==> src/rtl/tone_pkg.sv <==
// Package: shared types and constant functions for the wavetable tone generator.
// Assumes a fixed 32-step, 4-bit sine table; everything else is parameterised.
package tone_pkg;

    localparam int WAVE_LEN = 32;
    localparam int IDX_W    = $clog2(WAVE_LEN);
    localparam int DAC_W    = 4;
    localparam logic [DAC_W-1:0] MIDSCALE = 4'd8;

    typedef enum logic [1:0] {
        SEL_STOP = 2'd0,
        SEL_N1   = 2'd1,
        SEL_N2   = 2'd2,
        SEL_N3   = 2'd3
    } tone_sel_e;

    // Sine table lookup, one full period over 32 steps.
    function automatic logic [DAC_W-1:0] sine_code(input logic [IDX_W-1:0] pos);
        case (pos)
            5'd0:  sine_code = 4'd8;
            5'd1:  sine_code = 4'd9;
            5'd2:  sine_code = 4'd11;
            5'd3:  sine_code = 4'd12;
            5'd4:  sine_code = 4'd13;
            5'd5:  sine_code = 4'd14;
            5'd6:  sine_code = 4'd14;
            5'd7:  sine_code = 4'd15;
            5'd8:  sine_code = 4'd15;
            5'd9:  sine_code = 4'd15;
            5'd10: sine_code = 4'd14;
            5'd11: sine_code = 4'd14;
            5'd12: sine_code = 4'd13;
            5'd13: sine_code = 4'd12;
            5'd14: sine_code = 4'd11;
            5'd15: sine_code = 4'd9;
            5'd16: sine_code = 4'd8;
            5'd17: sine_code = 4'd7;
            5'd18: sine_code = 4'd5;
            5'd19: sine_code = 4'd4;
            5'd20: sine_code = 4'd3;
            5'd21: sine_code = 4'd2;
            5'd22: sine_code = 4'd2;
            5'd23: sine_code = 4'd1;
            5'd24: sine_code = 4'd1;
            5'd25: sine_code = 4'd1;
            5'd26: sine_code = 4'd2;
            5'd27: sine_code = 4'd2;
            5'd28: sine_code = 4'd3;
            5'd29: sine_code = 4'd4;
            5'd30: sine_code = 4'd5;
            default: sine_code = 4'd7;
        endcase
    endfunction

    // Clocks per sample, rounded to nearest: clk / (note * table length).
    function automatic int unsigned sample_period(input longint unsigned clk_hz,
                                                  input longint unsigned note_mhz);
        longint unsigned den;
        den = note_mhz * longint'(WAVE_LEN);
        sample_period = int'((clk_hz * 64'd1000 + den / 2) / den);
    endfunction

    // Largest of three values, used to size the counter.
    function automatic int unsigned max3(input int unsigned a, input int unsigned b,
                                         input int unsigned c);
        int unsigned m;
        m = (a > b) ? a : b;
        max3 = (m > c) ? m : c;
    endfunction

endpackage

==> src/rtl/tone_key_select.sv <==
// Module: tone_key_select
// Brings the three asynchronous button lines into the clock domain through
// two flops, then resolves them to one note with lowest-bit priority.
// The resolved selection is registered, giving three cycles of input latency.
// Assumes buttons are already debounced externally.
module tone_key_select
    import tone_pkg::*;
(
    input  logic       clk,
    input  logic       rst_n,
    input  logic [2:0] btn_i,
    output tone_sel_e  sel_o
);

    logic [2:0] meta_q;
    logic [2:0] sync_q;
    tone_sel_e  sel_d;
    tone_sel_e  sel_q;

    // Two-flop synchronizer for the button lines.
    always_ff @(posedge clk) begin
        if (!rst_n) begin
            meta_q <= '0;
            sync_q <= '0;
        end else begin
            meta_q <= btn_i;
            sync_q <= meta_q;
        end
    end

    // Lowest-numbered held button wins; none held means stop.
    always_comb begin
        if (sync_q[0])      sel_d = SEL_N1;
        else if (sync_q[1]) sel_d = SEL_N2;
        else if (sync_q[2]) sel_d = SEL_N3;
        else                sel_d = SEL_STOP;
    end

    // Register the resolved selection.
    always_ff @(posedge clk) begin
        if (!rst_n) sel_q <= SEL_STOP;
        else        sel_q <= sel_d;
    end

    assign sel_o = sel_q;

    assert_low_wins_R4: assert property (@(posedge clk) disable iff (!rst_n)
        sync_q[0] |=> sel_o == SEL_N1);

    assert_idle_stops_R5: assert property (@(posedge clk) disable iff (!rst_n)
        sync_q == 3'b000 |=> sel_o == SEL_STOP);

endmodule

==> src/rtl/tone_sample_timer.sv <==
// Module: tone_sample_timer
// Down-counter that sets the sample rate. It counts from period-1 to 0 and
// raises tick_o for one cycle at 0. It reloads at once when the note changes
// and is halted at 0 while stopped.
// Assumes every period is at least 1.
module tone_sample_timer
    import tone_pkg::*;
#(
    parameter int unsigned PERIOD_N1 = 3551,
    parameter int unsigned PERIOD_N2 = 2986,
    parameter int unsigned PERIOD_N3 = 2370,
    parameter int unsigned CNT_W     = 12
) (
    input  logic      clk,
    input  logic      rst_n,
    input  tone_sel_e sel_i,
    output logic      tick_o
);

    localparam logic [CNT_W-1:0] P1 = CNT_W'(PERIOD_N1);
    localparam logic [CNT_W-1:0] P2 = CNT_W'(PERIOD_N2);
    localparam logic [CNT_W-1:0] P3 = CNT_W'(PERIOD_N3);

    logic [CNT_W-1:0] cur_period;
    logic [CNT_W-1:0] cnt_q;
    tone_sel_e        prev_q;
    logic             running;
    logic             changed;

    // Period for the currently selected note.
    always_comb begin
        case (sel_i)
            SEL_N1:  cur_period = P1;
            SEL_N2:  cur_period = P2;
            SEL_N3:  cur_period = P3;
            default: cur_period = '0;
        endcase
    end

    assign running = (sel_i != SEL_STOP);
    assign changed = (sel_i != prev_q);
    assign tick_o  = running && !changed && (cnt_q == '0);

    // Remember last cycle's selection to spot note changes.
    always_ff @(posedge clk) begin
        if (!rst_n) prev_q <= SEL_STOP;
        else        prev_q <= sel_i;
    end

    // Count down, reload on expiry or note change, halt while stopped.
    always_ff @(posedge clk) begin
        if (!rst_n || !running) cnt_q <= '0;
        else if (changed || cnt_q == '0) cnt_q <= cur_period - 1'b1;
        else cnt_q <= cnt_q - 1'b1;
    end

    assert_cnt_bound_R3: assert property (@(posedge clk) disable iff (!rst_n)
        (running && !changed) |-> cnt_q <= cur_period - 1'b1);

    assert_tick_reload_R3: assert property (@(posedge clk) disable iff (!rst_n)
        tick_o |=> cnt_q == $past(cur_period) - 1'b1);

    assert_halted_R5: assert property (@(posedge clk) disable iff (!rst_n)
        !running |=> (cnt_q == '0 && !tick_o));

    assert_change_reload_R6: assert property (@(posedge clk) disable iff (!rst_n)
        (running && changed) |=> cnt_q == $past(cur_period) - 1'b1);

endmodule

==> src/rtl/tone_wave_stepper.sv <==
// Module: tone_wave_stepper
// Holds the table position and drives the DAC code. Each tick registers the
// code at the current position, advances the position with wrap, and
// registers a strobe aligned with the new code. While stopped it rests at
// mid-scale and rewinds to position 0.
module tone_wave_stepper
    import tone_pkg::*;
(
    input  logic             clk,
    input  logic             rst_n,
    input  tone_sel_e        sel_i,
    input  logic             tick_i,
    output logic [DAC_W-1:0] dac_o,
    output logic             strobe_o
);

    logic [IDX_W-1:0] idx_q;
    logic [DAC_W-1:0] dac_q;
    logic             strobe_q;
    logic             stopped;

    assign stopped = (sel_i == SEL_STOP);

    // Step the table on each tick; rest at mid-scale while stopped.
    always_ff @(posedge clk) begin
        if (!rst_n || stopped) begin
            idx_q    <= '0;
            dac_q    <= MIDSCALE;
            strobe_q <= 1'b0;
        end else if (tick_i) begin
            idx_q    <= idx_q + 1'b1;
            dac_q    <= sine_code(idx_q);
            strobe_q <= 1'b1;
        end else begin
            strobe_q <= 1'b0;
        end
    end

    assign dac_o    = dac_q;
    assign strobe_o = strobe_q;

    assert_idx_advance_R2: assert property (@(posedge clk) disable iff (!rst_n)
        strobe_o |-> idx_q == IDX_W'($past(idx_q) + 1'b1));

    assert_hold_code_R1: assert property (@(posedge clk) disable iff (!rst_n)
        (!strobe_o && $past(sel_i) != SEL_STOP) |-> $stable(dac_o));

    assert_rest_R5: assert property (@(posedge clk) disable iff (!rst_n)
        stopped |=> (dac_o == MIDSCALE && idx_q == '0 && !strobe_o));

endmodule

==> src/rtl/tone_wavetable_gen.sv <==
// Module: tone_wavetable_gen (top)
// Button-selected sine tone generator for a 4-bit binary-weighted DAC.
// Note frequencies are given in millihertz and turned into sample periods
// at elaboration time from CLK_HZ and the 32-step table length.
module tone_wavetable_gen
    import tone_pkg::*;
#(
    parameter longint unsigned CLK_HZ    = 50_000_000,
    parameter longint unsigned NOTE1_MHZ = 440_000,
    parameter longint unsigned NOTE2_MHZ = 523_300,
    parameter longint unsigned NOTE3_MHZ = 659_300
) (
    input  logic       clk,
    input  logic       rst_n,
    input  logic [2:0] btn_i,
    output logic [3:0] dac_o,
    output logic       strobe_o
);

    localparam int unsigned PER1  = sample_period(CLK_HZ, NOTE1_MHZ);
    localparam int unsigned PER2  = sample_period(CLK_HZ, NOTE2_MHZ);
    localparam int unsigned PER3  = sample_period(CLK_HZ, NOTE3_MHZ);
    localparam int unsigned PMAX  = max3(PER1, PER2, PER3);
    localparam int unsigned CNT_W = (PMAX < 2) ? 1 : $clog2(PMAX);

    tone_sel_e sel;
    logic      tick;

    tone_key_select i_keys (
        .clk   (clk),
        .rst_n (rst_n),
        .btn_i (btn_i),
        .sel_o (sel)
    );

    tone_sample_timer #(
        .PERIOD_N1 (PER1),
        .PERIOD_N2 (PER2),
        .PERIOD_N3 (PER3),
        .CNT_W     (CNT_W)
    ) i_timer (
        .clk    (clk),
        .rst_n  (rst_n),
        .sel_i  (sel),
        .tick_o (tick)
    );

    tone_wave_stepper i_stepper (
        .clk      (clk),
        .rst_n    (rst_n),
        .sel_i    (sel),
        .tick_i   (tick),
        .dac_o    (dac_o),
        .strobe_o (strobe_o)
    );

    initial begin
        assert_period_nonzero_R3: assert (PER1 >= 1 && PER2 >= 1 && PER3 >= 1);
    end

endmodule

==> config.mk <==
export PLATFORM = sky130hd
export DESIGN_NAME = tone_wavetable_gen
export DESIGN_NICKNAME = d
export VERILOG_FILES = /design/src/rtl/tone_pkg.sv /design/src/rtl/tone_key_select.sv /design/src/rtl/tone_sample_timer.sv /design/src/rtl/tone_wave_stepper.sv /design/src/rtl/tone_wavetable_gen.sv
export SDC_FILE = /design/constraint.sdc
export NUM_CORES = 1
export LEC_CHECK = 0
export ABC_AREA = 1
export ABC_CLOCK_PERIOD_IN_PS = 6100
export BUFFER_PORTS_ARGS = -buffer_cell sky130_fd_sc_hd__buf_2
export CAP_MARGIN = 20
export CELL_PAD_IN_SITES_DETAIL_PLACEMENT = 1
export CELL_PAD_IN_SITES_GLOBAL_PLACEMENT = 1
export CORE_AREA = 2 2 65 67
export CTS_CLUSTER_SIZE = 16
export DETAILED_ROUTE_END_ITERATION = 16
export DIE_AREA = 0 0 67 69
export PLACE_DENSITY_LB_ADDON = 0.2
export SETUP_SLACK_MARGIN = 0.5
export SYNTH_ARGS = -nofsm -noshare
export SYNTH_HDL_FRONTEND = slang
export SYNTH_HIERARCHICAL = 1
export SYNTH_SLANG_ARGS = --single-unit
==> constraint.sdc <==
create_clock -name clk -period 6.1 [get_ports clk]
set_clock_uncertainty 0.15 [all_clocks]
set_input_delay 0.305 -clock clk [delete_from_list [all_inputs] [get_ports clk]]
set_output_delay 0.305 -clock clk [all_outputs]
set_load 0.1 [all_outputs]
==> metrics.txt <==
clk sinks=32; Main synth FF type=dfxtp_1; CP Depth=14; Core ar.=0.00391 sq mm; syn_area_per_cell=7.16 sq um; final core utilization=0.512; sequential fraction of the synthesis area=0.355; die width=67 um; post-CTS setup buffers=0; synthesized flop and latch total=32; post-detailed-route via-to-cell ratio=4.99; Final period util=0.427; asr flop ratio synth=0; clk root buf=clkbuf_8; Final TNS setup=0 ns; min Tclk post-route=2.61 ns; EDFF count, synth=0; Tot GR Track Use=0.209; Row Count=23; # setup viols final=0; WS Path Type=flop to flop; CP Buf/Inv Count=2; clk_lat worst skew=0.29 ns; Synth top area share=0.355; antenna violations before repair=0; CTS Buffer Depth=2; final WL=4270 um; IO buf count=9; Post-Syn Area=0.00181 sq mm; ratio of cells with drive above 1 in the final layout=0.184; post-DP HPWL=3170 um; n_diodes=0; Highest Clock Rate=384 MHz; leakage power=0.00101 uW; DR iter-0 viols=63; Antenna Nets Post-Route=0; Clock power frac=0.262; TritonCTS clock tree=built; switching part of the total=0.411; crit path cell chain=xor2_1 -> nor2_2 -> nand2_2 -> nand2_1 -> nand2_1 -> inv_2 -> ha_1 -> nand3_1 -> inv_1 -> nand2_1 -> nor2_1 -> nand2_1 -> nand2_1 -> nor2_1; H-tree Lvls=2; largest net degree at the start of global routing=15; most frequent cells after synthesis=51 x nand2_1, 35 x inv_1, 33 x nor2_1; max cap viols=0; Initial Util=0.461; Setup crit end kind=flop; Pwr per Cell Area=383 mW/mm^2; placed instance area=0.00190 sq mm; Vias=1582; most numerous cell in the Yosys netlist=nand2_1; Final Max Tran Viols=0; CP max-delay cell=nor2_2; worst-path fanout max=13; routability cong.=0.826; Area contributors post-synth=dfxtp_1 35%, nand2_1 11%, ha_1 8.3%, inv_1 7.3%, nor2_1 6.9%; Die ar.=0.00462 sq mm; Startpoint Class=flop; RSZ-0062 raised after global routing=false; Sequential Power Share=0.311; switching power=316 uW; I/O pin count=10; die height=69 um; worst path required time=6.13 ns; Gate Count Post-Synth=252; First-pass DRT Iterations=4; # resized after CTS=0; status=completed; clock-pin slew on the worst setup and hold paths=0.07 ns; crit path DAT=2.64 ns; vias in the first global route=1628; cts bufs inserted=5; Worst-Margin Slew=0.607 ns; first-pass GRT wire length=7280 um; unique cell type count in the Yosys netlist=30; CP top delay family=simple AND/OR/NAND/NOR gates; P_int=453 uW; cell taking the most area after synthesis=dfxtp_1; GRT Residual Overflow=0; cell area after layout=0.00200 sq mm; Warnings, synthesis=6; CP dominant cell by count=nand2_1; residual DRC count=0; peak supply drop=0.134 mV; Comb power frac=0.428; reg2reg path depth=14; Layout Nets=283; syn_nets=269; Worst Hold Depth=3; Hold WC Path Type=input port to flop; area grow syn2layout=11.0%; CP peak stage delay=0.46 ns; Hold Violations, Final=0; Hold Buf Count CTS=0; worst relative slew slack=0.594; WL per Instance=13.5 um
cells by family after synthesis:
family | count (synthesis) | synth area share
flops | 32 | 0.355
compound gates | 24 | 0.0735
xor+xnor | 4 | 0.0194
simple gates | 139 | 0.377
fa+ha+maj | 12 | 0.0832
buf+inv | 41 | 0.0922
placed cells by master, fill, tap and decap left out, drive strengths merged:
master   n
nor3     5
xnor2    1
clkinv   1
xor2     3
dfxtp   32
clkbuf   6
nor4     1
nand3b   3
o21a     1
o211ai   1
nand2   63
o21ai   10
nor2    42
inv     38
a21oi   12
and2     1
bufinv   1
or2      1
buf     10
ha      12
nand3   23
per-layer routing:
metal | GRT usage | routed length [um]
met1 | 0.231 | 1820
met2 | 0.367 | 2220
met3 | 0.0473 | 130
met4 | 0.0930 | 97
met5 | 0 | 0
area by class of cell:
cell class	instances	area, sq um
fillers	549	1910
flip-flops and latches	32	641
well taps	50	62.6
clock buffers	6	72.6
multi-input cells	179	998
inverters	38	143
repair buffers	10	52.6
clock inverters	2	35.0
power groups by stage:
stage,Sequential (uW),Combinational (uW),Clock [uW]
2_1_floorplan,244,265,0
3_3_place_gp,243,314,0
3_5_place_dp,243,324,0
4_1_cts,239,331,208
5_1_grt,240,369,217
6_report,239,329,201
flip-flops by register name, summed over array words and instances, names as in the netlist:
register	count
i_timer/cnt_q	12
i_stepper/idx_q	5
i_stepper/dac_o	4
i_keys/meta_q	3
i_keys/sync_q	3
i_keys/sel_o	2
i_timer/prev_q	2
i_stepper/strobe_o	1
worst paths after layout:
kind / startpoint / end / slack (ns)
worst max-delay path: i_keys/sel_o[1]$_SDFF_PP0_ / i_timer/cnt_q[8]$_SDFF_PP0_ / 3.49
worst min-delay path: btn_i[0] / i_keys/meta_q[0]$_SDFF_PN0_ / 0.05
worst max register to register: i_keys/sel_o[1]$_SDFF_PP0_ / i_timer/cnt_q[8]$_SDFF_PP0_ / 3.49
worst min register to register: i_keys/meta_q[1]$_SDFF_PN0_ / i_keys/sync_q[1]$_SDFF_PN0_ / 0.26
metrics by stage:
stage | std cells | hold slack [ns] | total power (uW) | worst slack [ns]
final | 317 | 0.0502 | 769 | 3.49
after global routing | 317 | 0.0466 | 827 | 3.25
after CTS | 317 | 0.0421 | 778 | 3.51
after detailed placement | 309 | 0.252 | 567 | 3.56
after global placement | 309 | 0.242 | 556 | 3.69
after floorplan | 252 | 0.240 | 508 | 4.10
worst register-to-register path: cells and delay by family (launching register included):
kind	cells	cell delay (ns)
buf+inv	2	0.20
simple gates	10	1.39
flops	1	0.45
fa+ha+maj	1	0.18
xor+xnor	1	0.13
(Power assumes the default switching activity.)
